**src/rtl/i2c_ctl_slave.sv**
```systemverilog
module i2c_ctl_slave #(
  parameter int          NREG     = 5,
  parameter int          RD_BYTES = 2,
  parameter int          FILT     = 3,
  parameter logic [5:0]  ADDR_HI  = 6'b101101
) (
  input  logic                  clk,
  input  logic                  rst_n,
  input  logic                  scl_i,
  input  logic                  sda_i,
  input  logic                  addr_lsb,
  input  logic [RD_BYTES*8-1:0] stat_bytes,
  output logic                  sda_pull,
  output logic [NREG*8-1:0]     ctrl_q
);
  localparam int LAST_SUB = NREG - 1;
  localparam int SPW      = (NREG > 1) ? $clog2(NREG) : 1;
  localparam int RPW      = (RD_BYTES > 1) ? $clog2(RD_BYTES) : 1;
  localparam int FW       = $clog2(FILT + 1);

  typedef enum logic [2:0] {S_IDLE, S_ADDR, S_SUB, S_WDAT, S_ACK, S_RDAT, S_RACK, S_SKIP} st_t;

  logic [1:0]    s_scl, s_sda;
  logic [FW-1:0] c_scl, c_sda;
  logic          f_scl, f_sda, scl_q, sda_q;
  logic          scl_rise, scl_fall, start, stop;

  st_t             st, nxt;
  logic [3:0]      bitcnt;
  logic [7:0]      sh, tx;
  logic [SPW-1:0]  sub;
  logic [RPW-1:0]  rptr;
  logic            mack;
  logic [7:0]      regs [NREG];
  logic [7:0]      cur_byte;

  always_ff @(posedge clk or negedge rst_n) begin
    if (!rst_n) begin
      s_scl <= 2'b11; s_sda <= 2'b11;
      c_scl <= '0;    c_sda <= '0;
      f_scl <= 1'b1;  f_sda <= 1'b1;
      scl_q <= 1'b1;  sda_q <= 1'b1;
    end else begin
      s_scl <= {s_scl[0], scl_i};
      s_sda <= {s_sda[0], sda_i};
      scl_q <= f_scl;
      sda_q <= f_sda;
      if (s_scl[1] == f_scl) c_scl <= '0;
      else if (c_scl == FW'(FILT - 1)) begin f_scl <= s_scl[1]; c_scl <= '0; end
      else c_scl <= c_scl + 1'b1;
      if (s_sda[1] == f_sda) c_sda <= '0;
      else if (c_sda == FW'(FILT - 1)) begin f_sda <= s_sda[1]; c_sda <= '0; end
      else c_sda <= c_sda + 1'b1;
    end
  end

  assign scl_rise = f_scl & ~scl_q;
  assign scl_fall = ~f_scl & scl_q;
  assign start    = f_scl & scl_q & sda_q & ~f_sda;
  assign stop     = f_scl & scl_q & ~sda_q & f_sda;
  assign cur_byte = stat_bytes[int'(rptr)*8 +: 8];

  always_ff @(posedge clk or negedge rst_n) begin
    if (!rst_n) begin
      st <= S_IDLE; nxt <= S_IDLE;
      bitcnt <= '0; sh <= '0; tx <= '0;
      sub <= '0; rptr <= '0; mack <= 1'b0;
      sda_pull <= 1'b0;
      for (int i = 0; i < NREG; i++) regs[i] <= '0;
    end else if (start) begin
      st <= S_ADDR; bitcnt <= '0; sda_pull <= 1'b0;
    end else if (stop) begin
      st <= S_IDLE; sda_pull <= 1'b0;
    end else begin
      case (st)
        S_ADDR, S_SUB, S_WDAT: begin
          if (scl_rise && bitcnt < 4'd8) begin
            sh <= {sh[6:0], f_sda};
            bitcnt <= bitcnt + 1'b1;
          end else if (scl_fall && bitcnt == 4'd8) begin
            st <= S_SKIP;
            if (st == S_ADDR) begin
              if (sh[7:1] == {ADDR_HI, addr_lsb}) begin
                sda_pull <= 1'b1; st <= S_ACK; rptr <= '0;
                nxt <= sh[0] ? S_RDAT : S_SUB;
              end
            end else if (st == S_SUB) begin
              if (sh <= 8'(LAST_SUB)) begin
                sub <= SPW'(sh); sda_pull <= 1'b1; st <= S_ACK; nxt <= S_WDAT;
              end
            end else begin
              regs[sub] <= sh;
              sub <= (sub == SPW'(LAST_SUB)) ? '0 : sub + 1'b1;
              sda_pull <= 1'b1; st <= S_ACK; nxt <= S_WDAT;
            end
          end
        end
        S_ACK: if (scl_fall) begin
          bitcnt <= '0;
          st <= nxt;
          if (nxt == S_RDAT) begin
            tx <= cur_byte; sda_pull <= ~cur_byte[7];
          end else sda_pull <= 1'b0;
        end
        S_RDAT: begin
          if (scl_rise) bitcnt <= bitcnt + 1'b1;
          else if (scl_fall) begin
            if (bitcnt == 4'd8) begin
              sda_pull <= 1'b0; st <= S_RACK;
            end else begin
              sda_pull <= ~tx[6]; tx <= {tx[6:0], 1'b0};
            end
          end
        end
        S_RACK: begin
          if (scl_rise) begin
            mack <= ~f_sda;
            if (!f_sda) rptr <= (rptr == RPW'(RD_BYTES - 1)) ? '0 : rptr + 1'b1;
          end else if (scl_fall) begin
            bitcnt <= '0;
            if (mack) begin
              tx <= cur_byte; sda_pull <= ~cur_byte[7]; st <= S_RDAT;
            end else begin
              sda_pull <= 1'b0; st <= S_SKIP;
            end
          end
        end
        default: ;
      endcase
    end
  end

  for (genvar g = 0; g < NREG; g++) begin : g_out
    assign ctrl_q[g*8 +: 8] = regs[g];
  end
endmodule

```
**config.mk**
```make
export PLATFORM = sky130hd
export DESIGN_NAME = i2c_ctl_slave
export DESIGN_NICKNAME = d
export VERILOG_FILES = /design/src/rtl/i2c_ctl_slave.sv
export SDC_FILE = /design/constraint.sdc
export NUM_CORES = 1
export LEC_CHECK = 0
export CAP_MARGIN = 20
export CORE_MARGIN = 1.5
export CORE_UTILIZATION = 35
export DETAILED_ROUTE_END_ITERATION = 8
export SYNTH_ARGS = -nofsm -noshare
export SYNTH_HDL_FRONTEND = slang
export SYNTH_SLANG_ARGS = --single-unit
```
**constraint.sdc**
```tcl
create_clock -name clk -period 2.6 [get_ports clk]
set_clock_uncertainty 0.2 [all_clocks]
set_input_delay 0.52 -clock clk [delete_from_list [all_inputs] [get_ports clk]]
set_output_delay 0.52 -clock clk [all_outputs]
set_load 0.1 [all_outputs]
```
## After elaboration in Yosys (flattened, before gate mapping)

Index checks and enable logic that the tools add are counted.

- Bits of input ports: 21
- Word-level logic and storage cells: 190
- Output and inout port bits: 41
- Flip-flop bits (word level): 83

- Reductions and logical operators: 20
- Bitwise gates (word level): 21
- Equal/unequal tests: 45
- Add/subtract/negate cells: 5
- Multiplexer cells: 72
- Shifts and indexed selects: 1
- Order comparisons: 4

Operator list:

| operator | count |
|---|---|
| two-way mux 3 bit | 20 |
| two-way mux 7 bit | 8 |
| bitwise mux 40 bit | 1 |
| != test 4 bit, second input constant | 8 |
| != test 2 bit, second input constant | 15 |
| demux 8 bit (select 3 bit) | 1 |
| two-way mux 4 bit | 6 |
| two-way mux 1 bit | 23 |
| one-hot mux 7 bit (3 select lines) | 1 |
| AND reduction 7 bit | 3 |
| AND reduction 9 bit | 2 |
| one-hot mux 4 bit (4 select lines) | 1 |
| variable part select 16 x 5 -> 8 bit | 1 |
| equality test 3 bit, second input constant | 5 |
| two-way mux 2 bit | 7 |
| inverter 1 bit | 13 |
| one-hot mux 3 bit (4 select lines) | 1 |
| AND reduction 11 bit | 1 |
| AND reduction 10 bit | 1 |
| != test 3 bit, second input constant | 3 |
| less-or-equal comparator 8 x 3 -> 1 bit, second input constant | 1 |
| two-way mux 8 bit | 1 |
| AND reduction 4 bit | 2 |
| AND 1 bit | 7 |
| 28 further kinds | 36 |

## Depth between registers and ports, before layout

Gate-level depths: netlist of run 1.

- Word-level depth: 9
- Depth in mapped cells: 7
- Mapped depth without buffers: 7

## Worst setup path after synthesis of run 1

Ideal clock, no wire load.

- Path kind: register to register
- From: register bitcnt[0]
- To: register regs (netlist bit ctrl_q[19])
- Path buffers: 0
- Arrival time: 1.981 ns
- Setup slack: 0.290 ns
- Period minus slack after synthesis: 2.310 ns
- Stages on the path, launching flop included: 8
- Library setup time: 0.128 ns
- Data required time: 2.272 ns
- Cell sequence: dfrtp_1 > inv_1 > ha_1 > nand3b_1 > or3_4 > nor3_4 > nand3_4 > mux2_1

- Word-level cells in the longest chain between the ends: 4
- Elaborated cells on any way between the ends: 6
- Those cells by class: order compare (1); eq/ne (1); bitwise (1); reduce/logical (3)

Ends and longest elaborated chain:

| item | line | RTL |
|---|---|---|
| from (decl) | 29 | `logic [3:0] bitcnt;` |
| from (signal assigned) | 79 | `bitcnt <= bitcnt + 1'b1;` |
| from (signal assigned) | 106 | `if (scl_rise) bitcnt <= bitcnt + 1'b1;` |
| less-than comparator 4 bit | 77 | `if (scl_rise && bitcnt < 4'd8) begin` |
| logical AND 1 bit | 77 |  |
| inverter 1 bit (no source line) | - |  |
| AND reduction 7 bit (no source line) (*) | - |  |
| to (signal, indexed assignment) | 92 | `regs[sub] <= sh;` |
| to (decl) | 34 | `logic [7:0] regs [NREG];` |

Mark *: on every way between the ends. The rest lies on a longest branch, timed or not.
A chain may end at the register's enable or synchronous reset.

## Worst setup path after layout of run 1

- From: register bitcnt[0]
- To: register regs (netlist bit ctrl_q[8])

Same word-level chain as after synthesis.

==> results of run 1 <==
metal layers:
layer | vias up | track usage
met1 | 1296 | 0.208
li1 | 1257 | -
met3 | 12 | 0.0254
met2 | 41 | 0.227
met4 | 0 | 0.0620
met5 | - | 0
worst max-delay path: stages (launching register included):
cell	delay, ns
dfrtp_1	0.41
inv_1	0.10
ha_1	0.18
nand3b_1	0.11
or3_4	0.44
nor3_4	0.22
buf_4	0.17
nand3_4	0.15
mux2_2	0.31
registers in the layout, indices dropped and copies added (netlist names), 3 cells and up:
| signal | flops |
|---|---|
| ctrl_q | 40 |
| sh | 8 |
| tx | 7 |
| bitcnt | 4 |
| nxt | 3 |
| st | 3 |
| sub | 3 |
power groups by stage:
stage	registers, mW	logic, mW	clock network (mW)
6_report	1.54	0.599	1.02
5_1_grt	1.56	0.669	1.11
4_1_cts	1.54	0.602	1.05
3_5_place_dp	1.56	0.598	0
3_3_place_gp	1.56	0.594	0
2_1_floorplan	1.56	0.393	0
final timing paths:
| check | start | end | slack (ns) | cells after the start |
|---|---|---|---|---|
| worst max-delay path | bitcnt[0]$_DFFE_PN0P_ | ctrl_q[8]$_DFFE_PN0P_ | 0.21 | 8 |
| worst min-delay path | s_scl[0]$_DFF_PN1_ | s_scl[1]$_DFF_PN1_ | 0.16 | 0 |
| worst max register to register | bitcnt[0]$_DFFE_PN0P_ | ctrl_q[8]$_DFFE_PN0P_ | 0.21 | 8 |
| worst min register to register | s_scl[0]$_DFF_PN1_ | s_scl[1]$_DFF_PN1_ | 0.16 | 0 |
| max in group asynchronous | rst_n | bitcnt[1]$_DFFE_PN0P_ | 1.10 | 3 |
| min in group asynchronous | rst_n | ctrl_q[38]$_DFFE_PN0P_ | 0.47 | 2 |
through the flow:
step	std cells	setup WS [ns]	setup TNS, ns
after floorplan	310	0.290	0
after global placement	509	-0.0122	-0.0231
after detailed placement	509	-0.0504	-0.0908
after CTS	526	0.194	0
after global routing	526	0.0566	0
final	526	0.206	0
layout make-up:
cell class	count	area share
Clock buffer	11	0.0295
Clock inverter	5	0.0162
Inverter	11	0.00863
Multi-Input combinational cell	203	0.340
Sequential cell	83	0.436
Tap cell	136	0.0355
Timing Repair Buffer	77	0.134
kinds of logic (layout without fill, tap and decap cells):
logic type      Yosys count  in the layout
simple gates             73             73
flops                    83             83
compound gates           51             51
mux                      72             72
xor+xnor                  3              3
buf+inv                  24            104
fa+ha+maj                 4              4
repair_timing:
| action | 4_1_cts | 5_1_grt |
|---|---|---|
| setup buffers | 0 | 0 |
| hold buffers | 1 | 0 |
| endpoints found under the hold margin | 28 | 0 |
cells in the final DEF (no fill, tap or decap), types with 2 or more instances in the layout:
cell,synthesis,routed
a211oi_1,4,4
a21oi_1,14,14
a31o_2,2,2
buf_4,0,56
bufinv_16,0,2
clkbuf_8,0,10
clkdlybuf4s50_1,0,19
clkinv_2,0,2
dfrtp_1,75,75
dfstp_2,8,8
ha_1,4,4
inv_1,11,11
mux2_2,59,59
mux2i_1,12,12
nand2_1,13,13
nand2b_1,7,7
nand3_1,4,4
nand3_4,3,3
nor2_1,18,18
nor2b_1,5,5
nor3_1,8,8
nor3b_1,2,2
o211ai_1,2,2
o21ai_0,14,14
o22a_1,2,2
o2bb2ai_1,2,2
or3_1,2,2
or4_1,2,2
xnor2_1,2,2
==> impl_metrics.csv, run 1 <==
group,metric,value,unit
run_status,status,"finished clean",
yosys,ys_ff_latch,83,
drt,avgRoutedWirePerCell,15.1,um
pwr,ir_drop,0.243,mV
worst_setup_path,critical_path_class,"reg -> reg",
global_routing,antenna_found_initial,0,
timing,slew-limit-headroom,0.653,
yosys,synth_compound_area_frac,0.0870,
layout,fillCellCount,1017,
floorplanning,io_pins,62,
drt,dr.pass1.iters,4,
timing,setup_violations,0,
floorplanning,dieArea,0.0115,mm^2
timing,rsz0062_at_grt,"no",
pwr,combPwrFrac,0.190,
worst_setup_path,critPathCaptureType,"flop",
yosys,yosys.area.top_type,"dfrtp_1",
pwr,p_int,2.23,mW
pwr,p_total,3.15,mW
yosys,synth_common_cells,"75 x dfrtp_1, 59 x mux2_2, 18 x nor2_1, 14 x a21oi_1, 14 x o21ai_0",
yosys,async_flop_share,1.00,
global_routing,grtUsageTotal,0.148,
floorplanning,die_h,107,um
yosys,syn_avg_cell_area,12.3,um^2
layout,n_antenna_cell,0,
yosys,yosysUniqueCellTypes,49,
global_routing,grt_pass1_wl,13300,um
floorplanning,die_w,107,um
worst_setup_path,cp-start-kind,"flop",
drt,vias,2606,
floorplanning,start_util,0.364,
layout,final_util,0.458,
worst_setup_path,required,2.64,ns
placement,routabilityCongestion,0.846,
layout,drive_above_1_share,0.385,
drt,met3WireLength,204,um
clock_network,htree_levels,3,
pwr,p_sw_frac,0.292,
timing,worst_pin_slew,0.521,ns
flow_run,drv_cap,0,
timing,maxSlewViolCount,0,
placement,hpwl,5750,um
clock_network,clockBufferDepth,2,
worst_setup_path,worst_ep_arrival_time,2.43,ns
pwr,clockPowerShare,0.323,
placement,place_area,0.00456,mm^2
yosys,yosys.area_share.simple,0.112,
yosys,yosys_warnings,0,
timing,timing.final.crit_period,2.39,ns
pwr,power_density,659,mW/mm^2
layout,stdcell_area,0.00479,mm^2
yosys,ys_seq_area_frac,0.547,
yosys,synth.most_common_cell,"dfrtp_1",
timing,whs,0.159,ns
yosys,synth_top_family_by_area,"multiplexers",
yosys,synth_xor_area_frac,0.00689,
timing,hold_viol_final,0,
drt,met2_length,3730,um
drt,m1WireLength,3880,um
yosys,yosys_most_used_dff,"dfrtp_1",
clock_network,cts_root_buffer,"clkbuf_8",
yosys,synth_edf_count,0,
drt,ant_nets,0,
clock_network,cts_resized,0,
hold_path,hp-class,"reg -> reg",
clock_network,cts_tree,"done",
timing,clock.fmax,0.418,GHz
drt,via_per_inst,4.95,
yosys,synth_top_area_share,0.492,
drt,drt_iter0_drc,91,
timing,fin_crit_sh,0.921,
yosys,syn_nets,335,
layout,seq_area,0.00209,mm^2
worst_setup_path,crit_fanout,8,
pwr,p_leak,2.27,nW
pwr,power_frac_seq,0.487,
layout,flow.area_growth_from_synthesis,25.6,%
global_routing,gr-total-overflow,0,
global_routing,grt_pass1_vias,2641,
clock_network,numCtsBuffers,9,
clock_network,cts_sinks,83,
clock_network,path_clk_slew,0.08,ns
layout,multiInputGateArea,0.00163,mm^2
layout,nets,410,
floorplanning,core_area,0.0105,mm^2
clock_network,clk_latency,0.35,ns
drt,drc,0,
drt,highest_layer,"met4",
placement,io_buffer_count,61,
yosys,synth_fa_ha_area_frac,0.0131,
yosys,syn_area,0.00381,mm^2
global_routing,grt_max_degree,48,
drt,drt-total-wl,7950,um
yosys,muxShareOfSynthArea,0.209,
floorplanning,std_cell_rows,37,
yosys,syn_inst,310,
pwr,switchingPower,0.922,mW
yosys,synth_area_leaders,"dfrtp_1 49%, mux2_2 17%, dfstp_2 5.5%",
No activity file was read; power rests on OpenSTA's default activity.
==> run 2, diff against run 1 <==
--- a/config.mk
+++ b/config.mk
@@ -9,6 +9,7 @@
 export CORE_MARGIN = 1.5
 export CORE_UTILIZATION = 35
 export DETAILED_ROUTE_END_ITERATION = 8
+export SLEW_MARGIN = 0
 export SYNTH_ARGS = -nofsm -noshare
 export SYNTH_HDL_FRONTEND = slang
 export SYNTH_SLANG_ARGS = --single-unit
==> results of run 2 <==
No change in the layout: final DEF, timing and power equal those of run 1.
